<file path="src/rtl/asram_seq_pkg.sv">
package asram_seq_pkg;

   typedef enum logic [2:0] {
      PH_IDLE   = 3'd0,
      PH_SETUP  = 3'd1,
      PH_STROBE = 3'd2,
      PH_HOLD   = 3'd3,
      PH_DONE   = 3'd4
   } phase_e;

endpackage

</file>
<file path="src/rtl/asram_rdy_sync.sv">
module asram_rdy_sync #(
   parameter int          STAGES  = 2,
   parameter logic        RST_VAL = 1'b1
) (
   input  logic clk,
   input  logic rst_n,
   input  logic rdy_async,
   output logic rdy_sync
);

   if (STAGES < 2) begin : g_bad_stages
      $error("asram_rdy_sync: STAGES must be at least 2");
   end

   logic [STAGES-1:0] stg_q;

   always_ff @(posedge clk or negedge rst_n) begin
      if (!rst_n) begin
         stg_q <= {STAGES{RST_VAL}};
      end else begin
         stg_q <= {stg_q[STAGES-2:0], rdy_async};
      end
   end

   assign rdy_sync = stg_q[STAGES-1];

endmodule

</file>
<file path="src/rtl/asram_phase_ctrl.sv">
module asram_phase_ctrl
   import asram_seq_pkg::*;
#(
   parameter int SETUP_W  = 4,
   parameter int STROBE_W = 6,
   parameter int HOLD_W   = 3
) (
   input  logic                clk,
   input  logic                rst_n,
   input  logic                start,
   input  logic                start_write,
   input  logic [SETUP_W-1:0]  rd_setup,
   input  logic [STROBE_W-1:0] rd_strobe,
   input  logic [HOLD_W-1:0]   rd_hold,
   input  logic [SETUP_W-1:0]  wr_setup,
   input  logic [STROBE_W-1:0] wr_strobe,
   input  logic [HOLD_W-1:0]   wr_hold,
   input  logic                rdy_sync,
   output phase_e              phase,
   output logic                is_write,
   output logic                fire
);

   localparam int CW_SH = (SETUP_W > HOLD_W) ? SETUP_W : HOLD_W;
   localparam int CW    = (CW_SH > STROBE_W) ? CW_SH : STROBE_W;

   if (SETUP_W < 1 || STROBE_W < 1 || HOLD_W < 1) begin : g_bad_width
      $error("asram_phase_ctrl: field widths must be at least 1");
   end

   function automatic logic [CW-1:0] load_val(input logic [CW-1:0] n);
      return (n == '0) ? '0 : n - 1'b1;
   endfunction

   phase_e         phase_q;
   logic           wr_q;
   logic [CW-1:0]  cnt_q;
   logic           cnt_zero;
   logic [CW-1:0]  setup_sel;
   logic [CW-1:0]  strobe_sel;
   logic [CW-1:0]  hold_sel;

   assign setup_sel  = start_write ? CW'(wr_setup)  : CW'(rd_setup);
   assign strobe_sel = wr_q        ? CW'(wr_strobe) : CW'(rd_strobe);
   assign hold_sel   = wr_q        ? CW'(wr_hold)   : CW'(rd_hold);
   assign cnt_zero   = (cnt_q == '0);
   assign fire       = (phase_q == PH_STROBE) && cnt_zero && rdy_sync;

   always_ff @(posedge clk or negedge rst_n) begin
      if (!rst_n) begin
         phase_q <= PH_IDLE;
         wr_q    <= 1'b0;
         cnt_q   <= '0;
      end else begin
         unique case (phase_q)
            PH_IDLE: begin
               if (start) begin
                  phase_q <= PH_SETUP;
                  wr_q    <= start_write;
                  cnt_q   <= load_val(setup_sel);
               end
            end
            PH_SETUP: begin
               if (cnt_zero) begin
                  phase_q <= PH_STROBE;
                  cnt_q   <= load_val(strobe_sel);
               end else begin
                  cnt_q <= cnt_q - 1'b1;
               end
            end
            PH_STROBE: begin
               if (!cnt_zero) begin
                  cnt_q <= cnt_q - 1'b1;
               end else if (rdy_sync) begin
                  phase_q <= PH_HOLD;
                  cnt_q   <= load_val(hold_sel);
               end
            end
            PH_HOLD: begin
               if (cnt_zero) begin
                  phase_q <= PH_DONE;
               end else begin
                  cnt_q <= cnt_q - 1'b1;
               end
            end
            PH_DONE: begin
               phase_q <= PH_IDLE;
            end
            default: begin
               phase_q <= PH_IDLE;
            end
         endcase
      end
   end

   assign phase    = phase_q;
   assign is_write = wr_q;

   // strobe cannot end while synchronized ready is low
   assert_strobe_waits_rdy_R8: assert property (@(posedge clk) disable iff (!rst_n)
      (phase_q == PH_STROBE && !rdy_sync) |=> (phase_q == PH_STROBE));

   // completion cycle always returns to idle
   assert_done_to_idle_R10: assert property (@(posedge clk) disable iff (!rst_n)
      (phase_q == PH_DONE) |=> (phase_q == PH_IDLE));

   // direction is frozen while an access runs
   assert_dir_frozen_R7: assert property (@(posedge clk) disable iff (!rst_n)
      (phase_q != PH_IDLE && $past(phase_q) != PH_IDLE) |-> $stable(wr_q));

endmodule

</file>
<file path="src/rtl/asram_bus_regs.sv">
module asram_bus_regs
   import asram_seq_pkg::*;
#(
   parameter int AW  = 20,
   parameter int DW  = 32,
   parameter int BEW = 4
) (
   input  logic           clk,
   input  logic           rst_n,
   input  logic           start,
   input  logic [AW-1:0]  req_addr,
   input  logic [BEW-1:0] req_be,
   input  logic [DW-1:0]  req_wdata,
   input  phase_e         phase,
   input  logic           is_write,
   input  logic           fire,
   input  logic [DW-1:0]  mem_din,
   output logic [DW-1:0]  rsp_rdata,
   output logic           mem_cs_n,
   output logic           mem_oe_n,
   output logic           mem_re_n,
   output logic           mem_we_n,
   output logic [AW-1:0]  mem_addr,
   output logic [BEW-1:0] mem_be_n,
   output logic [DW-1:0]  mem_dout,
   output logic           mem_dout_en
);

   logic [AW-1:0]  addr_q;
   logic [BEW-1:0] be_q;
   logic [DW-1:0]  wdata_q;
   logic [DW-1:0]  rdata_q;
   logic           busy;
   logic           strobing;

   always_ff @(posedge clk or negedge rst_n) begin
      if (!rst_n) begin
         addr_q  <= '0;
         be_q    <= '0;
         wdata_q <= '0;
      end else if (start) begin
         addr_q  <= req_addr;
         be_q    <= req_be;
         wdata_q <= req_wdata;
      end
   end

   always_ff @(posedge clk or negedge rst_n) begin
      if (!rst_n) begin
         rdata_q <= '0;
      end else if (fire && !is_write) begin
         rdata_q <= mem_din;
      end
   end

   assign busy     = (phase == PH_SETUP) || (phase == PH_STROBE) || (phase == PH_HOLD);
   assign strobing = (phase == PH_STROBE);

   assign mem_cs_n    = !busy;
   assign mem_oe_n    = !(busy && !is_write);
   assign mem_re_n    = !(strobing && !is_write);
   assign mem_we_n    = !(strobing && is_write);
   assign mem_addr    = addr_q;
   assign mem_be_n    = busy ? ~be_q : {BEW{1'b1}};
   assign mem_dout    = wdata_q;
   assign mem_dout_en = busy && is_write;
   assign rsp_rdata   = rdata_q;

   // never both strobes at once
   assert_one_strobe_R6: assert property (@(posedge clk) disable iff (!rst_n)
      !(!mem_re_n && !mem_we_n));

   // output enable is off whenever write strobe is on
   assert_oe_off_on_write_R6: assert property (@(posedge clk) disable iff (!rst_n)
      !mem_we_n |-> mem_oe_n);

   // address stays put across consecutive busy cycles
   assert_addr_stable_R7: assert property (@(posedge clk) disable iff (!rst_n)
      (!mem_cs_n && $past(!mem_cs_n)) |-> $stable(mem_addr));

endmodule

</file>
<file path="src/rtl/asram_seq.sv">
module asram_seq
   import asram_seq_pkg::*;
#(
   parameter int AW          = 20,
   parameter int DW          = 32,
   parameter int SETUP_W     = 4,
   parameter int STROBE_W    = 6,
   parameter int HOLD_W      = 3,
   parameter int SYNC_STAGES = 2,
   parameter int BEW         = DW / 8
) (
   input  logic                clk,
   input  logic                rst_n,
   input  logic                req_valid,
   input  logic                req_write,
   input  logic [AW-1:0]       req_addr,
   input  logic [BEW-1:0]      req_be,
   input  logic [DW-1:0]       req_wdata,
   output logic                req_ack,
   output logic [DW-1:0]       rsp_rdata,
   input  logic [SETUP_W-1:0]  cfg_rd_setup,
   input  logic [STROBE_W-1:0] cfg_rd_strobe,
   input  logic [HOLD_W-1:0]   cfg_rd_hold,
   input  logic [SETUP_W-1:0]  cfg_wr_setup,
   input  logic [STROBE_W-1:0] cfg_wr_strobe,
   input  logic [HOLD_W-1:0]   cfg_wr_hold,
   output logic                mem_cs_n,
   output logic                mem_oe_n,
   output logic                mem_re_n,
   output logic                mem_we_n,
   output logic [AW-1:0]       mem_addr,
   output logic [BEW-1:0]      mem_be_n,
   output logic [DW-1:0]       mem_dout,
   output logic                mem_dout_en,
   input  logic [DW-1:0]       mem_din,
   input  logic                mem_rdy_async
);

   if (DW % 8 != 0 || BEW != DW / 8) begin : g_bad_dw
      $error("asram_seq: DW must be a multiple of 8 and BEW must equal DW/8");
   end
   if (AW < 1) begin : g_bad_aw
      $error("asram_seq: AW must be at least 1");
   end

   phase_e phase;
   logic   is_write;
   logic   fire;
   logic   rdy_sync;
   logic   start;

   assign start   = req_valid && (phase == PH_IDLE);
   assign req_ack = (phase == PH_DONE);

   asram_rdy_sync #(
      .STAGES  (SYNC_STAGES),
      .RST_VAL (1'b1)
   ) u_rdy_sync (
      .clk       (clk),
      .rst_n     (rst_n),
      .rdy_async (mem_rdy_async),
      .rdy_sync  (rdy_sync)
   );

   asram_phase_ctrl #(
      .SETUP_W  (SETUP_W),
      .STROBE_W (STROBE_W),
      .HOLD_W   (HOLD_W)
   ) u_ctrl (
      .clk         (clk),
      .rst_n       (rst_n),
      .start       (start),
      .start_write (req_write),
      .rd_setup    (cfg_rd_setup),
      .rd_strobe   (cfg_rd_strobe),
      .rd_hold     (cfg_rd_hold),
      .wr_setup    (cfg_wr_setup),
      .wr_strobe   (cfg_wr_strobe),
      .wr_hold     (cfg_wr_hold),
      .rdy_sync    (rdy_sync),
      .phase       (phase),
      .is_write    (is_write),
      .fire        (fire)
   );

   asram_bus_regs #(
      .AW  (AW),
      .DW  (DW),
      .BEW (BEW)
   ) u_bus (
      .clk         (clk),
      .rst_n       (rst_n),
      .start       (start),
      .req_addr    (req_addr),
      .req_be      (req_be),
      .req_wdata   (req_wdata),
      .phase       (phase),
      .is_write    (is_write),
      .fire        (fire),
      .mem_din     (mem_din),
      .rsp_rdata   (rsp_rdata),
      .mem_cs_n    (mem_cs_n),
      .mem_oe_n    (mem_oe_n),
      .mem_re_n    (mem_re_n),
      .mem_we_n    (mem_we_n),
      .mem_addr    (mem_addr),
      .mem_be_n    (mem_be_n),
      .mem_dout    (mem_dout),
      .mem_dout_en (mem_dout_en)
   );

   // acknowledge is a single-cycle pulse
   assert_ack_pulse_R10: assert property (@(posedge clk) disable iff (!rst_n)
      req_ack |=> !req_ack);

   // chip select is released in the acknowledge cycle
   assert_cs_off_at_ack_R10: assert property (@(posedge clk) disable iff (!rst_n)
      req_ack |-> mem_cs_n);

endmodule

</file>
<file path="config.mk">
export PLATFORM = sky130hd
export DESIGN_NAME = asram_seq
export DESIGN_NICKNAME = d
export VERILOG_FILES = /design/src/rtl/asram_seq_pkg.sv /design/src/rtl/asram_rdy_sync.sv /design/src/rtl/asram_phase_ctrl.sv /design/src/rtl/asram_bus_regs.sv /design/src/rtl/asram_seq.sv
export SDC_FILE = /design/constraint.sdc
export NUM_CORES = 1
export LEC_CHECK = 0
export BUFFER_PORTS_ARGS = -buffer_cell sky130_fd_sc_hd__clkbuf_2
export CAP_MARGIN = 30
export CORE_ASPECT_RATIO = 0.6
export CORE_MARGIN = 2
export CORE_UTILIZATION = 53
export CTS_BUF_LIST = sky130_fd_sc_hd__clkbuf_8
export CTS_CLUSTER_DIAMETER = 60
export DETAILED_ROUTE_END_ITERATION = 16
export PLACE_DENSITY = 0.95
export REMOVE_ABC_BUFFERS = 1
export SETUP_SLACK_MARGIN = 0.4
export SLEW_MARGIN = 20
export SYNTH_ARGS = -nofsm -noshare
export SYNTH_HDL_FRONTEND = slang
export SYNTH_SLANG_ARGS = --single-unit
export TNS_END_PERCENT = 50
</file>
<file path="constraint.sdc">
create_clock -name clk -period 5.3 [get_ports clk]
set_clock_uncertainty 0.15 [all_clocks]
set_input_delay 0.795 -clock clk [delete_from_list [all_inputs] [get_ports clk]]
set_output_delay 0.795 -clock clk [all_outputs]
set_load 0.02 [all_outputs]
</file>
Yosys cells after proc, flatten, opt, wreduce, memory -nomap -nowiden
Index checks and enable logic that the tools add are counted.
- flip-flop bits (word level): 100
- input port bits: 119
- output and inout port bits: 94
- word-level logic and storage cells: 67
- add/sub/neg operators: 4
- equality and inequality tests: 11
- mux-type cells: 19
- bitwise logic cells: 1
- reduce and logical (&&, ||, !) cells: 24
- operators by type and width (operator ; count):
    2-to-1 mux 6 bit ; 9
    zero test 6 bit ; 4
    case mux 6 bit (4 select lines) ; 1
    subtractor 6 x 1 -> 6 bit (second input constant) ; 4
    2-to-1 mux 3 bit ; 6
    != test 2 bit (second input constant) ; 6
    case mux 3 bit (4 select lines) ; 1
    logical AND 1 bit ; 8
    2-to-1 mux 4 bit ; 2
    == test 3 x 2 -> 1 bit (second input constant) ; 2
    zero test 1 bit ; 5
    AND reduction 5 bit ; 1
    NOT 4 bit ; 1
    AND reduction 4 bit ; 1
    nonzero test 4 bit ; 1
    == test 3 x 1 -> 1 bit (second input constant) ; 1
    == test 3 bit (second input constant) ; 1
    zero test 3 bit ; 1
    != test 3 bit (second input constant) ; 1
    logical OR 1 bit ; 2
    AND reduction 2 bit ; 1

Logic depth before layout (Yosys ltp)
Gate-level depths: netlist of the first run.
- word-level depth: 6
- gate-level depth with buffers: 11

By module
From an unflattened synthesis of the first run, not the netlist that was laid out.
- cell total of the unflattened synthesis: 341
- area, all modules: 4679.5 um^2
- by module, submodules not included (module ; instances ; cells each ; area an instance (um^2)):
    asram_bus_regs ; 1 ; 198 ; 3480.8
    asram_phase_ctrl ; 1 ; 139 ; 1123.6
    asram_rdy_sync ; 1 ; 2 ; 52.6
    asram_seq ; 1 ; 2 ; 22.5

Least setup slack after synthesis of the first run
Ideal clock, no wire load.
- kind: register to register
- from: reg u_ctrl.wr_q (netlist: u_ctrl.is_write)
- to: reg u_ctrl.cnt_q[5]
- arrival time: 2.196 ns
- data required time: 5.040 ns
- setup slack: 2.843 ns
- cell stages (with the launch flop): 12
- path buffers: 3
- cells stage by stage: dfrtp_1 clkbuf_1 buf_2 buf_2 nor3_1 a21oi_1 inv_1 ha_1 a211oi_1 nor2b_1 nor2_1 o41ai_1
- cells in the longest elaborated chain, start to end: 6
- ends and longest elaborated chain (what ; line ; text):
    start, declared ; asram_phase_ctrl.sv:36 ; logic wr_q;
    start signal, assigned ; asram_phase_ctrl.sv:59 ; wr_q <= start_write;
    2-to-1 mux 3 bit ; asram_phase_ctrl.sv:45 ; assign hold_sel = wr_q ? CW'(wr_hold) : CW'(rd_hold);
    subtractor 6 x 1 -> 6 bit or zero test 6 bit (tied branches) ; asram_phase_ctrl.sv:32 ; return (n == '0) ? '0 : n - 1'b1;
    2-to-1 mux 6 bit ; asram_phase_ctrl.sv:32 ;
    2-to-1 mux 6 bit ; asram_phase_ctrl.sv:74 ; end else if (rdy_sync) begin
    2-to-1 mux 6 bit ; asram_phase_ctrl.sv:72 ; if (!cnt_zero) begin
    case mux 6 bit (4 select lines) (*) ; asram_phase_ctrl.sv:55 ; unique case (phase_q)
    end signal, assigned ; asram_phase_ctrl.sv:60 ; cnt_q <= load_val(setup_sel);
    end signal, assigned ; asram_phase_ctrl.sv:73 ; cnt_q <= cnt_q - 1'b1;
    end signal, assigned ; asram_phase_ctrl.sv:76 ; cnt_q <= load_val(hold_sel);
    end, declared ; asram_phase_ctrl.sv:37 ; logic [CW-1:0] cnt_q;
Mark *: on every way between the ends. The rest lies on a longest branch, timed or not. The select of a mux whose other input is x is not followed.
A chain may end at the register's enable or synchronous reset.

Final worst setup path of the first run
- from: reg u_ctrl.phase_q[1] (netlist: u_ctrl.phase[1])
- to: out mem_dout_en
- cells in the longest elaborated chain, start to end: 4
- ends and longest elaborated chain (what ; line ; text):
    start, declared ; asram_phase_ctrl.sv:35 ; phase_e phase_q;
    start signal, assigned ; asram_phase_ctrl.sv:51 ; phase_q <= PH_IDLE;
    start signal, assigned ; asram_phase_ctrl.sv:58 ; phase_q <= PH_SETUP;
    start signal, assigned ; asram_phase_ctrl.sv:65 ; phase_q <= PH_STROBE;
    == test 3 x 1 -> 1 bit or == test 3 x 2 -> 1 bit (tied branches) ; asram_bus_regs.sv:56 ; assign busy = (phase == PH_SETUP) || (phase == PH_STROBE) || (phase == PH_HOLD);
    logical OR 1 bit ; asram_bus_regs.sv:56 ;
    logical OR 1 bit (*) ; asram_bus_regs.sv:56 ;
    logical AND 1 bit (*) ; asram_bus_regs.sv:66 ; assign mem_dout_en = busy && is_write;
    end, declared ; asram_seq.sv:34 ; output logic mem_dout_en,
Mark *: on every way between the ends. The rest lies on a longest branch, timed or not.

==> summary.md, run 1 <==
| Metric | Value |
|---|---|
| Crit path cell chain | `nor2_1 -> nor2_1 -> and2_1 -> clkbuf_2` |
| Delay-heaviest family, CP | `simple AND/OR/NAND/NOR gates` |
| Post-synthesis compound-gate area fraction | `7.459%` |
| RSZ-0062 raised after global routing | `no` |
| Simple-gate share of the synthesized area | `9.278%` |
| Sequential power share | `39.4%` |
| Synth warn | `0` |
| Switching power | `1.443 mW` |
| Internal power | `2.005 mW` |
| Total GRT Usage | `24.78%` |
| HP Class | `flop to flop` |
| CP startpoint | `u_ctrl.phase[1]` |
| CP Capture Type | `output pin` |
| Gate power share | `47.4%` |
| Mux contribution to synthesized area | `24.78%` |
| Largest family of logic cells by synthesized area | `multiplexers` |
| Pre-antenna DRT Iters | `4` |
| Synthesized area per cell | `12.97 µm²` |
| Clock power share | `13.3%` |
| Row Count | `26` |
| Post-DP Area | `0.005866 mm²` |
| Final Util | `70.43%` |
| Flop2flop setup slack | `2430 ps` |
| Crit path required time | `4360 ps` |
| Placed insts | `673` |
| WP data arrival | `2330 ps` |
| CTS H-tree depth | `3` |
| Critical path buffers and inverters | `1` |
| # resized after CTS | `0` |
| DP Worst Slack | `2439 ps` |
| Initial DRC count | `176` |
| Avg Vias per Cell | `5.394` |
| Netlist cell types | `48` |
| Core area | `0.008588 mm²` |
| DP HPWL | `9.415 mm` |
| Initial antenna violation count | `0` |
| Ant diodes | `0` |
| Fillers | `589` |
| Top_reg_cell synth | `dfrtp_1` |
| Final hold violation count | `0` |
| Initial Util | `55.27%` |
| Total clock sinks | `100` |
| Relative slew slack | `33.78%` |
| Final WL | `12.22 mm` |
| Minimum clock period | `3272 ps` |
| Final setup viols | `0` |
| Die ar. | `0.009754 mm²` |
| R2R Path Start | `u_ctrl.cnt_q[0]` |
| Worst-path maximum fanout | `17` |
| Max-cap violations | `0` |
| Post-synthesis cell count | `366` |
| Crit-path max cell delay | `720 ps` |
| Slew Limit Fails | `0` |
| Largest net degree at the start of global routing | `54` |
| Die width | `126.2 µm` |
| Status | `complete, no violations` |
| Commonest non-fill, non-tap cell in the layout | `clkbuf_2` |
| Final period util | `61.74%` |
| Worst-path clk slew | `90 ps` |
| Most frequent CP cell | `nor2_1` |
| Final Cell Area | `0.006048 mm²` |
| Post-synth EDFFs | `0` |
| Slack of the critical path | `2028 ps` |
| CTS tree | `done` |
| Cell Pwr Density | `570.1 mW/mm²` |
| Num ports | `213` |
| Layout cells sized above 1 | `56.77%` |
| Clock latency on the worst-skew pair | `360 ps` |
| Power Total | `3.448 mW` |
| Remaining DRCs | `0` |
| Vias | `3,711` |
| Global-route wire length before repair | `19.22 mm` |
| Clock Path Buffers | `2` |
| Area growth syn-to-layout | `27.41%` |
| Drt wl/cell | `17.76 µm` |
| Switching part of the total power | `41.85%` |
| Postcts setup bufs | `0` |
| Root buffer cell | `clkbuf_8` |
| Grt total ovfl | `0` |
| Vias in the first global route | `3,728` |
| Nets | `697` |
| Worst VDD drop | `377.1 µV` |
| Seq cells post-synth | `100` |
| Leak | `3.062 nW` |
| Critical path launch point type | `flop` |
| Final Wtd Congestion | `0.8990` |
| Hold Buf Count CTS | `0` |
| Final ANT Viol Nets | `0` |
| Worst setup path class | `flop to output pin` |
| Hold path start | `u_rdy_sync.stg_q[0]` |
| Num CTS Buffers | `9` |
| Final Non-Filler Cells | `688` |
| Post-synthesis adder-cell area fraction | `1.581%` |
| CP max-delay cell | `dfrtp_1` |
| Overall die height | `77.31 µm` |
| Xor/xnor share of the synthesized area | `0.9225%` |
| Worst-margin pin slew | `993.3 ps` |
| Commonest non-fill, non-tap cells in the layout | `clkbuf_2 (211), dfrtp_1 (98), mux2_2 (60)` |
| Max Clk Rate | `0.3056 GHz` |
| Seq/Total Area, Yosys | `52.77%` |
| I/O Buffers | `212` |
| Fraction of registers with async set/reset | `100.0%` |
| Mapped cell area | `0.004747 mm²` |
-- metrics by stage --
stage	hold slack (ps)	TNS, ps
after floorplan	195.2	-107770
after global placement	197.3	0
final	209.3	0
after global routing	219.6	0
after detailed placement	196.8	0
after CTS	210.6	0
-- worst reg2reg max path, stage by stage, from the launching register on --
cell,delay [ps]
dfrtp_1,430
inv_1,100
ha_1,190
nor3b_4,420
nand2_4,130
or3_2,870
mux2_4,460
-- sequential cells by signal, summed over array words and instances (netlist names) --
| signal | cells |
|---|---|
| u_bus.mem_addr | 20 |
| u_ctrl.is_write | 1 |
| u_rdy_sync.stg_q | 2 |
| u_ctrl.phase | 3 |
| u_ctrl.cnt_q | 6 |
| u_bus.be_q | 4 |
| u_bus.mem_dout | 32 |
| u_bus.rsp_rdata | 32 |
-- cell usage after synthesis, drive strengths merged (2+ instances only) --
| cell | instances | area (µm²) |
|---|---|---|
| nand2 | 15 | 63.81 |
| buf | 12 | 85.08 |
| xnor2 | 3 | 26.28 |
| dfrtp | 98 | 2452 |
| clkbuf | 8 | 30.03 |
| mux2i | 5 | 50.05 |
| inv | 10 | 37.54 |
| a31oi | 5 | 31.28 |
| or3 | 3 | 18.77 |
| mux2 | 90 | 1126 |
| nand2b | 2 | 12.51 |
| nor4b | 2 | 17.52 |
| nor2b | 4 | 25.02 |
| nor4 | 3 | 18.77 |
| nor3 | 11 | 55.05 |
| nand3 | 4 | 20.02 |
| nor3b | 9 | 78.83 |
| a221oi | 2 | 17.52 |
| or4 | 3 | 22.52 |
| o211ai | 2 | 15.01 |
| ha | 6 | 75.07 |
| a21oi | 10 | 50.05 |
| o31ai | 4 | 30.03 |
| dfstp | 2 | 52.55 |
| o221ai | 2 | 17.52 |
| o21ai | 7 | 35.03 |
| xor2 | 2 | 17.52 |
| a2111oi | 3 | 26.28 |
| o31a | 3 | 26.28 |
| a211oi | 5 | 37.54 |
| nor2 | 16 | 60.06 |
| and2 | 3 | 18.77 |
-- final timing paths --
check	endpoint	depth (start not counted)
max in group asynchronous	u_bus.mem_dout[20]	2
setup / recovery	mem_dout_en	4
hold / removal	u_rdy_sync.stg_q[1]	0
min in group asynchronous	u_bus.rsp_rdata[17]	1
hold reg to reg	u_rdy_sync.stg_q[1]	0
setup reg to reg	u_bus.rsp_rdata[19]	6
-- final cells by class --
type	instances	area (µm²)	share of cell area, %
Sequential cell	100	2505	41.41
Multi-Input combinational cell	236	2097	34.67
Timing Repair Buffer	215	1086	17.96
Tap cell	112	140.1	2.317
Clock buffer	10	137.6	2.276
Clock inverter	5	45.04	0.7447
Inverter	10	37.54	0.6206
-- power by group through the flow --
stage                     combinational [mW]  clock (mW)  sequential, mW
final                                   1.63       0.458            1.36
after global routing                    1.74       0.505            1.40
after CTS                               1.65       0.474            1.36
after detailed placement                1.65           0            1.36
after global placement                  1.60           0            1.34
after floorplan                        0.756           0            1.67
-- layer usage --
layer	share of wire (%)	global-route usage, %
met5	0	0
met4	0.82	6.484
met1	43	32.62
met2	48	40.11
met3	8.5	7.816
-- cells by family after synthesis --
logic type / after synthesis
compound gates: 51
simple gates: 79
mux: 95
xor+xnor: 5
buf+inv: 30
flops: 100
fa+ha+maj: 6
Note: power is estimated with default switching activity, not from simulation.
==> inputs of run 2 (changes only) <==
- ABC_AREA: not set -> 1
- CORE_UTILIZATION: 53 -> 44
- PLACE_DENSITY: 0.95 -> 0.86
- clock period: 5.3 -> 2.9 ns (I/O delays scaled with it)
==> summary.md, run 2 <==
| Metric | Value |
|---|---|
| Remaining DRCs | `0 (unchanged)` |
| Post-synth EDFFs | `0 (unchanged)` |
| Final setup viols | `0 (unchanged)` |
| Clock power share | `13.7% (+0.4 points)` |
| Final period util | `78.38%` |
| Grt total ovfl | `0 (unchanged)` |
| Num ports | `213 (unchanged)` |
| Nets | `772 (+11%)` |
| Final Wtd Congestion | `0.8791 (-2.2%)` |
| Layout cells sized above 1 | `48.62% (-8.2 points)` |
| Leak | `3.374 nW (+10%)` |
| Delay-heaviest family, CP | `simple AND/OR/NAND/NOR gates` |
| Top_reg_cell synth | `dfrtp_1` |
| RSZ-0062 raised after global routing | `no` |
| Minimum clock period | `2273 ps` |
| Mapped cell area | `0.004758 mm² (+0.24%)` |
| Worst setup path class | `flop to flop` |
| Initial DRC count | `158 (-10%)` |
| Post-synth top area cell | `dfrtp_1` |
| Max Clk Rate | `0.4399 GHz` |
| Final ANT Viol Nets | `0 (unchanged)` |
| Die width | `138.3 µm (+9.6%)` |
| Pre-antenna DRT Iters | `5 (+1)` |
| Clock Path Buffers | `2 (unchanged)` |
| Seq/Total Area, Yosys | `52.64% (-0.12 points)` |
| Post-DP Area | `0.005953 mm² (+1.5%)` |
| Worst-path clk slew | `110 ps (+20 ps)` |
| Worst-path maximum fanout | `16 (-1)` |
| Die ar. | `0.01169 mm² (+20%)` |
| Commonest non-fill, non-tap cell in the layout | `clkbuf_2` |
| DP HPWL | `8.670 mm (-7.9%)` |
| WP data arrival | `2370 ps (+40 ps)` |
| Post-synth top cells | `nand2_1 (100), dfrtp_1 (98), mux2_2 (38)` |
| Num CTS Buffers | `9 (unchanged)` |
| Global-route wire length before repair | `18.24 mm (-5.1%)` |
| Overall die height | `84.55 µm (+9.4%)` |
| Cell Pwr Density | `1117 mW/mm² (+96%)` |
| Ant diodes | `0 (unchanged)` |
| Relative slew slack | `61.79% (+28 points)` |
| Final WL | `11.25 mm (-7.9%)` |
| Gate power share | `50.8% (+3.4 points)` |
| Postcts setup bufs | `0 (unchanged)` |
| Crit path cell chain | `inv_4 -> nand2_1 -> o21ai_0 -> nor2_1 -> ha_1 -> inv_1 -> nand3_1 -> nand2_1 -> nand3_1 -> nor2_1 -> nor2_1 -> nand2_1 -> nand2_1 -> nand2_1` |
| Max-cap violations | `0 (unchanged)` |
| Most frequent CP cell | `nand2_1` |
| Avg Vias per Cell | `4.851 (-10%)` |
| Synth warn | `0 (unchanged)` |
| Post-synthesis cell count | `432 (+18%)` |
| Slack of the critical path | `627.0 ps (-1401 ps)` |
| Crit-path max cell delay | `530 ps (-190 ps)` |
| Root buffer cell | `clkbuf_8` |
| Switching part of the total power | `43.75% (+1.9 points)` |
| Vias in the first global route | `3,840 (+3.0%)` |
| Drt wl/cell | `14.23 µm (-20%)` |
| Critical path buffers and inverters | `2 (+1)` |
| Initial Util | `45.06% (-10 points)` |
| Netlist cell types | `28 (-42%)` |
| Internal power | `3.892 mW (+94%)` |
| Initial antenna violation count | `0 (unchanged)` |
| Slew Limit Fails | `0 (unchanged)` |
| Row Count | `29 (+12%)` |
| Most numerous cell in the Yosys netlist | `nand2_1` |
| Critical path launch point type | `flop` |
| CTS H-tree depth | `3 (unchanged)` |
| Total GRT Usage | `19.25% (-5.5 points)` |
| Synth top area share | `51.54% (-0.12 points)` |
| Fraction of registers with async set/reset | `100.0% (unchanged)` |
| Worst VDD drop | `634.8 µV (+68%)` |
| Switching power | `3.027 mW (+110%)` |
| Final Cell Area | `0.006192 mm² (+2.4%)` |
| Core area | `0.01056 mm² (+23%)` |
| Final Util | `58.64% (-12 points)` |
| Seq cells post-synth | `100 (unchanged)` |
| Clock latency on the worst-skew pair | `360 ps (about the same)` |
| Commonest non-fill, non-tap cells in the layout | `clkbuf_2 (211), nand2_1 (100), dfrtp_1 (97)` |
| Area growth syn-to-layout | `30.13%` |
| I/O Buffers | `212 (unchanged)` |
| DP Worst Slack | `477.5 ps (-1962 ps)` |
| Status | `complete, no violations` |
| Largest net degree at the start of global routing | `61 (+13%)` |
| Vias | `3,837 (+3.4%)` |
| Final hold violation count | `0 (unchanged)` |
| Synthesized area per cell | `11.01 µm² (-15%)` |
| Ranking of synthesized cells by area | `dfrtp_1 (52%), mux2_4 (9.5%), mux2_2 (9.0%)` |
| HP Class | `input pin to flop` |
| Crit path required time | `3000 ps (-1360 ps)` |
| Worst-margin pin slew | `573.1 ps (-420.2 ps)` |
| CP Capture Type | `flop` |
| Total clock sinks | `100 (unchanged)` |
| Sequential power share | `35.5% (-3.9 points)` |
| CTS tree | `done` |
| CP max-delay cell | `dfrtp_2` |
[run 2: changes by cell type after synthesis, moves of 10 or more]
cell | previous run | this run
nand2_1 | 14 | 100
mux2_1 | 0 | 20
nand3_1 | 4 | 20
inv_1 | 10 | 29
nor3_1 | 11 | 1
mux2_2 | 60 | 38
nor2_1 | 16 | 29
[run 2: layout make-up]
class	instances	area, µm²
clock inverters	7	91.34
repair buffers	218	1139
multi-input cells	283	2024
flip-flops and latches	100	2506
well taps	139	173.9
clock buffers	9	123.9
inverters	35	133.9
fillers	917	4367
[run 2: timing repair]
action | in CTS | in global routing
resized for setup | 0 | 3
endpoints found under the hold margin | 39 | 0
hold buffers | 2 | 0
endpoints found under the setup margin | 0 | 5
[run 2: kinds of logic (layout without fill, tap and decap cells)]
group | Yosys count | count (layout) | share of synthesized area (%)
mux | 88 | 88 | 23.19
compound gates | 25 | 25 | 2.682
simple gates | 160 | 160 | 14.25
flops | 100 | 100 | 52.64
xor+xnor | 4 | 4 | 0.7362
fa+ha+maj | 6 | 6 | 1.578
buf+inv | 49 | 269 | 4.917
[run 2: routing by layer]
metal	global-route usage [%]	vias to the layer above	share of wire [%]
met2	31.82	166	48
met1	25.05	1820	43
met5	0	-	0
li1	-	1836	-
met3	5.990	15	7.1
met4	4.824	0	1.3
[run 2: metrics by stage]
stage          power, mW  hold slack (ps)  TNS [ps]  std cells
2_1_floorplan      4.802           -10.59     -1423        418
3_3_place_gp       5.831            197.6         0        773
3_5_place_dp       5.999            205.8         0        773
4_1_cts            6.980            105.7         0        791
5_1_grt            7.394            104.0         0        791
6_report           6.920            130.3         0        791
[run 2: path summary, 6_finish.rpt]
path	startpoint	end	slack, ps	cells after the start
hold reg to reg	u_rdy_sync.stg_q[0]	u_rdy_sync.stg_q[1]	220	0
setup / recovery	u_ctrl.is_write	u_ctrl.cnt_q[3]	630	14
min in group asynchronous	rst_n	u_bus.mem_addr[7]	450	2
max in group asynchronous	rst_n	u_bus.rsp_rdata[21]	1440	3
hold / removal	mem_din[1]	u_bus.rsp_rdata[1]	130	2
setup reg to reg	u_ctrl.is_write	u_ctrl.cnt_q[3]	630	14
[run 2: power by group through the flow]
| stage | Sequential, mW | Combinational [mW] | Clock, mW |
|---|---|---|---|
| after floorplan | 3.10 | 1.70 | 0 |
| after global placement | 2.42 | 3.41 | 0 |
| after detailed placement | 2.47 | 3.53 | 0 |
| after CTS | 2.46 | 3.54 | 0.985 |
| after global routing | 2.53 | 3.81 | 1.05 |
| final | 2.46 | 3.51 | 0.948 |
==> inputs of run 3 (changes only) <==
- CORE_UTILIZATION: 44 -> 49
- PLACE_DENSITY: 0.86 -> 0.91
- clock period: 2.9 -> 2.3 ns (I/O delays scaled with it)
==> summary.md, run 3 (synthesis results as in run 2) <==
| Metric | Value |
|---|---|
| Status | `complete, no violations` |
| Setup tns final | `0 ps (unchanged)` |
| DP HPWL | `9.087 mm (+4.8%)` |
| Final Wtd Congestion | `0.9453 (+7.5%)` |
| Total clock sinks | `100 (unchanged)` |
| Vias | `4,114 (+7.2%)` |
| Worst setup path class | `flop to flop` |
| CP Capture Type | `flop` |
| Initial antenna violation count | `0 (unchanged)` |
| Critical path launch point type | `flop` |
| Top Metal Used | `met4` |
| Clock latency on the worst-skew pair | `350 ps (about the same)` |
| Cell Pwr Density | `1414 mW/mm² (+27%)` |
| CTS H-tree depth | `3 (unchanged)` |
| HP Class | `input pin to flop` |
| Crit-path max cell delay | `440 ps (-90 ps)` |
| Ant diodes | `0 (unchanged)` |
| Minimum clock period | `1965 ps (-308.3 ps)` |
| Die width | `131.2 µm (-5.1%)` |
| Die ar. | `0.01054 mm² (-9.8%)` |
| Layout cells sized above 1 | `57.43% (+8.8 points)` |
| Worst VDD drop | `1020 µV (+61%)` |
| I/O Buffers | `212 (unchanged)` |
| Max Clk Rate | `0.5090 GHz (+16%)` |
| RSZ-0062 raised after global routing | `yes` |
| Max-cap violations | `0 (unchanged)` |
| Power Total | `9.438 mW (+36%)` |
| Final period util | `85.42% (+7.0 points)` |
| Final WL | `12.97 mm (+15%)` |
| Overall die height | `80.33 µm (-5.0%)` |
| Commonest non-fill, non-tap cell in the layout | `clkbuf_2` |
| Global-route wire length before repair | `18.73 mm (+2.7%)` |
| Initial Util | `51.22% (+6.2 points)` |
| Drt wl/cell | `15.90 µm (+12%)` |
| Most frequent CP cell | `nand2_1` |
| Crit path cell chain | `clkinv_4 -> o21ai_2 -> nor2_4 -> buf_4 -> ha_1 -> a21oi_1 -> nand2_1 -> nand3_1 -> nor3_1 -> nand2_1 -> o21ai_1` |
| CTS tree | `done` |
| Remaining DRCs | `0 (unchanged)` |
| Leak | `3.579 nW (+6.1%)` |
| Clock Path Buffers | `2 (unchanged)` |
| Worst-path clk slew | `90 ps (-20 ps)` |
| Num CTS Buffers | `9 (unchanged)` |
| Row Count | `27 (-6.9%)` |
| Worst-margin pin slew | `552.8 ps (-20.29 ps)` |
| Final hold violation count | `0 (unchanged)` |
| CP max-delay cell | `dfrtp_2` |
| Commonest non-fill, non-tap cells in the layout | `clkbuf_2 (207), dfrtp_1 (94), nand2_1 (83)` |
| Root buffer cell | `clkbuf_8` |
| Area growth syn-to-layout | `40.26%` |
| Initial DRC count | `172 (+8.9%)` |
| Total GRT Usage | `22.43% (+3.2 points)` |
| Crit path required time | `2400 ps (-600 ps)` |
| Final ANT Viol Nets | `0 (unchanged)` |
| Core area | `0.009290 mm² (-12%)` |
| Nets | `806 (+4.4%)` |
| Relative slew slack | `63.15% (+1.4 points)` |
| Pre-antenna DRT Iters | `5 (unchanged)` |
| Fillers | `650 (-29%)` |
| Metal2 WL | `6.536 mm (+21%)` |
| Vias in the first global route | `3,911 (+1.8%)` |
| Largest net degree at the start of global routing | `56 (-8.2%)` |
| WP data arrival | `2060 ps (-310 ps)` |
| Grt total ovfl | `0 (unchanged)` |
| Slew Limit Fails | `0 (unchanged)` |
| Avg Vias per Cell | `5.042 (+3.9%)` |
| Met1 WL | `5.332 mm (+9.0%)` |
| Worst-path maximum fanout | `8 (-8)` |
| Metal3 WL | `851 µm (+6.9%)` |
| Final setup viols | `0 (unchanged)` |
| Num ports | `213 (unchanged)` |
## run 3: worst paths after layout
kind	start	to	slack (ps)	depth (start not counted)
max	u_ctrl.is_write	u_ctrl.cnt_q[4]	340	11
min in group asynchronous	rst_n	u_bus.mem_dout[20]	370	2
max in group asynchronous	rst_n	u_bus.rsp_rdata[29]	1030	3
max reg2reg	u_ctrl.is_write	u_ctrl.cnt_q[4]	340	11
min reg2reg	u_rdy_sync.stg_q[0]	u_rdy_sync.stg_q[1]	210	0
min	mem_din[0]	u_bus.rsp_rdata[0]	50	2
## run 3: critical path, delay by kind of cell (launching register included)
kind / cells / cell delay (ps)
AO/OA/AOI/OAI: 3 / 460
adder cells (fa/ha/maj): 1 / 180
buffers and inverters: 2 / 260
flip-flops: 1 / 440
AND/OR/NAND/NOR: 5 / 370
## run 3: repair_timing
action / CTS / global route
gates cloned: 0 / 3
resized for setup: 22 / 59
endpoints found under the hold margin: 39 / 0
setup buffers: 11 / 16
hold buffers: 2 / 0
setup endpoints to repair: 48 / 48
pin swaps: 3 / 22
## run 3: final cells by class
cell class | count | area (µm²) | share of cell area, %
sequential | 100 | 2510 | 37.61
inverter | 35 | 141.4 | 2.118
timing repair buffer | 252 | 1478 | 22.14
clock inverter | 7 | 46.29 | 0.6937
multi-input combinational | 283 | 2212 | 33.15
tap | 130 | 162.7 | 2.437
clock buffer | 9 | 123.9 | 1.856
## run 3: per-layer routing
| layer | GRT usage [%] | vias up |
|---|---|---|
| met1 | 27.56 | 1967 |
| met3 | 6.187 | 27 |
| li1 | - | 1914 |
| met2 | 39.74 | 206 |
| met5 | 0 | - |
| met4 | 5.870 | 0 |
## run 3: per-stage QoR
stage          hold slack (ps)  instances  utilization, %  area, µm²  worst slack [ps]
2_1_floorplan           -100.6        418               -       4656            -659.4
3_3_place_gp             196.8        768           64.28       5972             278.5
3_5_place_dp             199.4        768           64.28       5972             198.5
4_1_cts                  31.77        797           67.97       6315             372.1
5_1_grt                  24.00        816           71.84       6674             260.8
6_report                 47.61        816           71.84       6674             335.3
## run 3: power by group
group / leakage, nW / total (mW) / switching (mW) / internal [mW]
clock network: 0.0922 / 0.986 / 0.594 / 0.392
registers: 1.17 / 3.12 / 0.528 / 2.59
logic: 2.31 / 5.33 / 3.05 / 2.28
total: 3.58 / 9.44 / 4.17 / 5.26
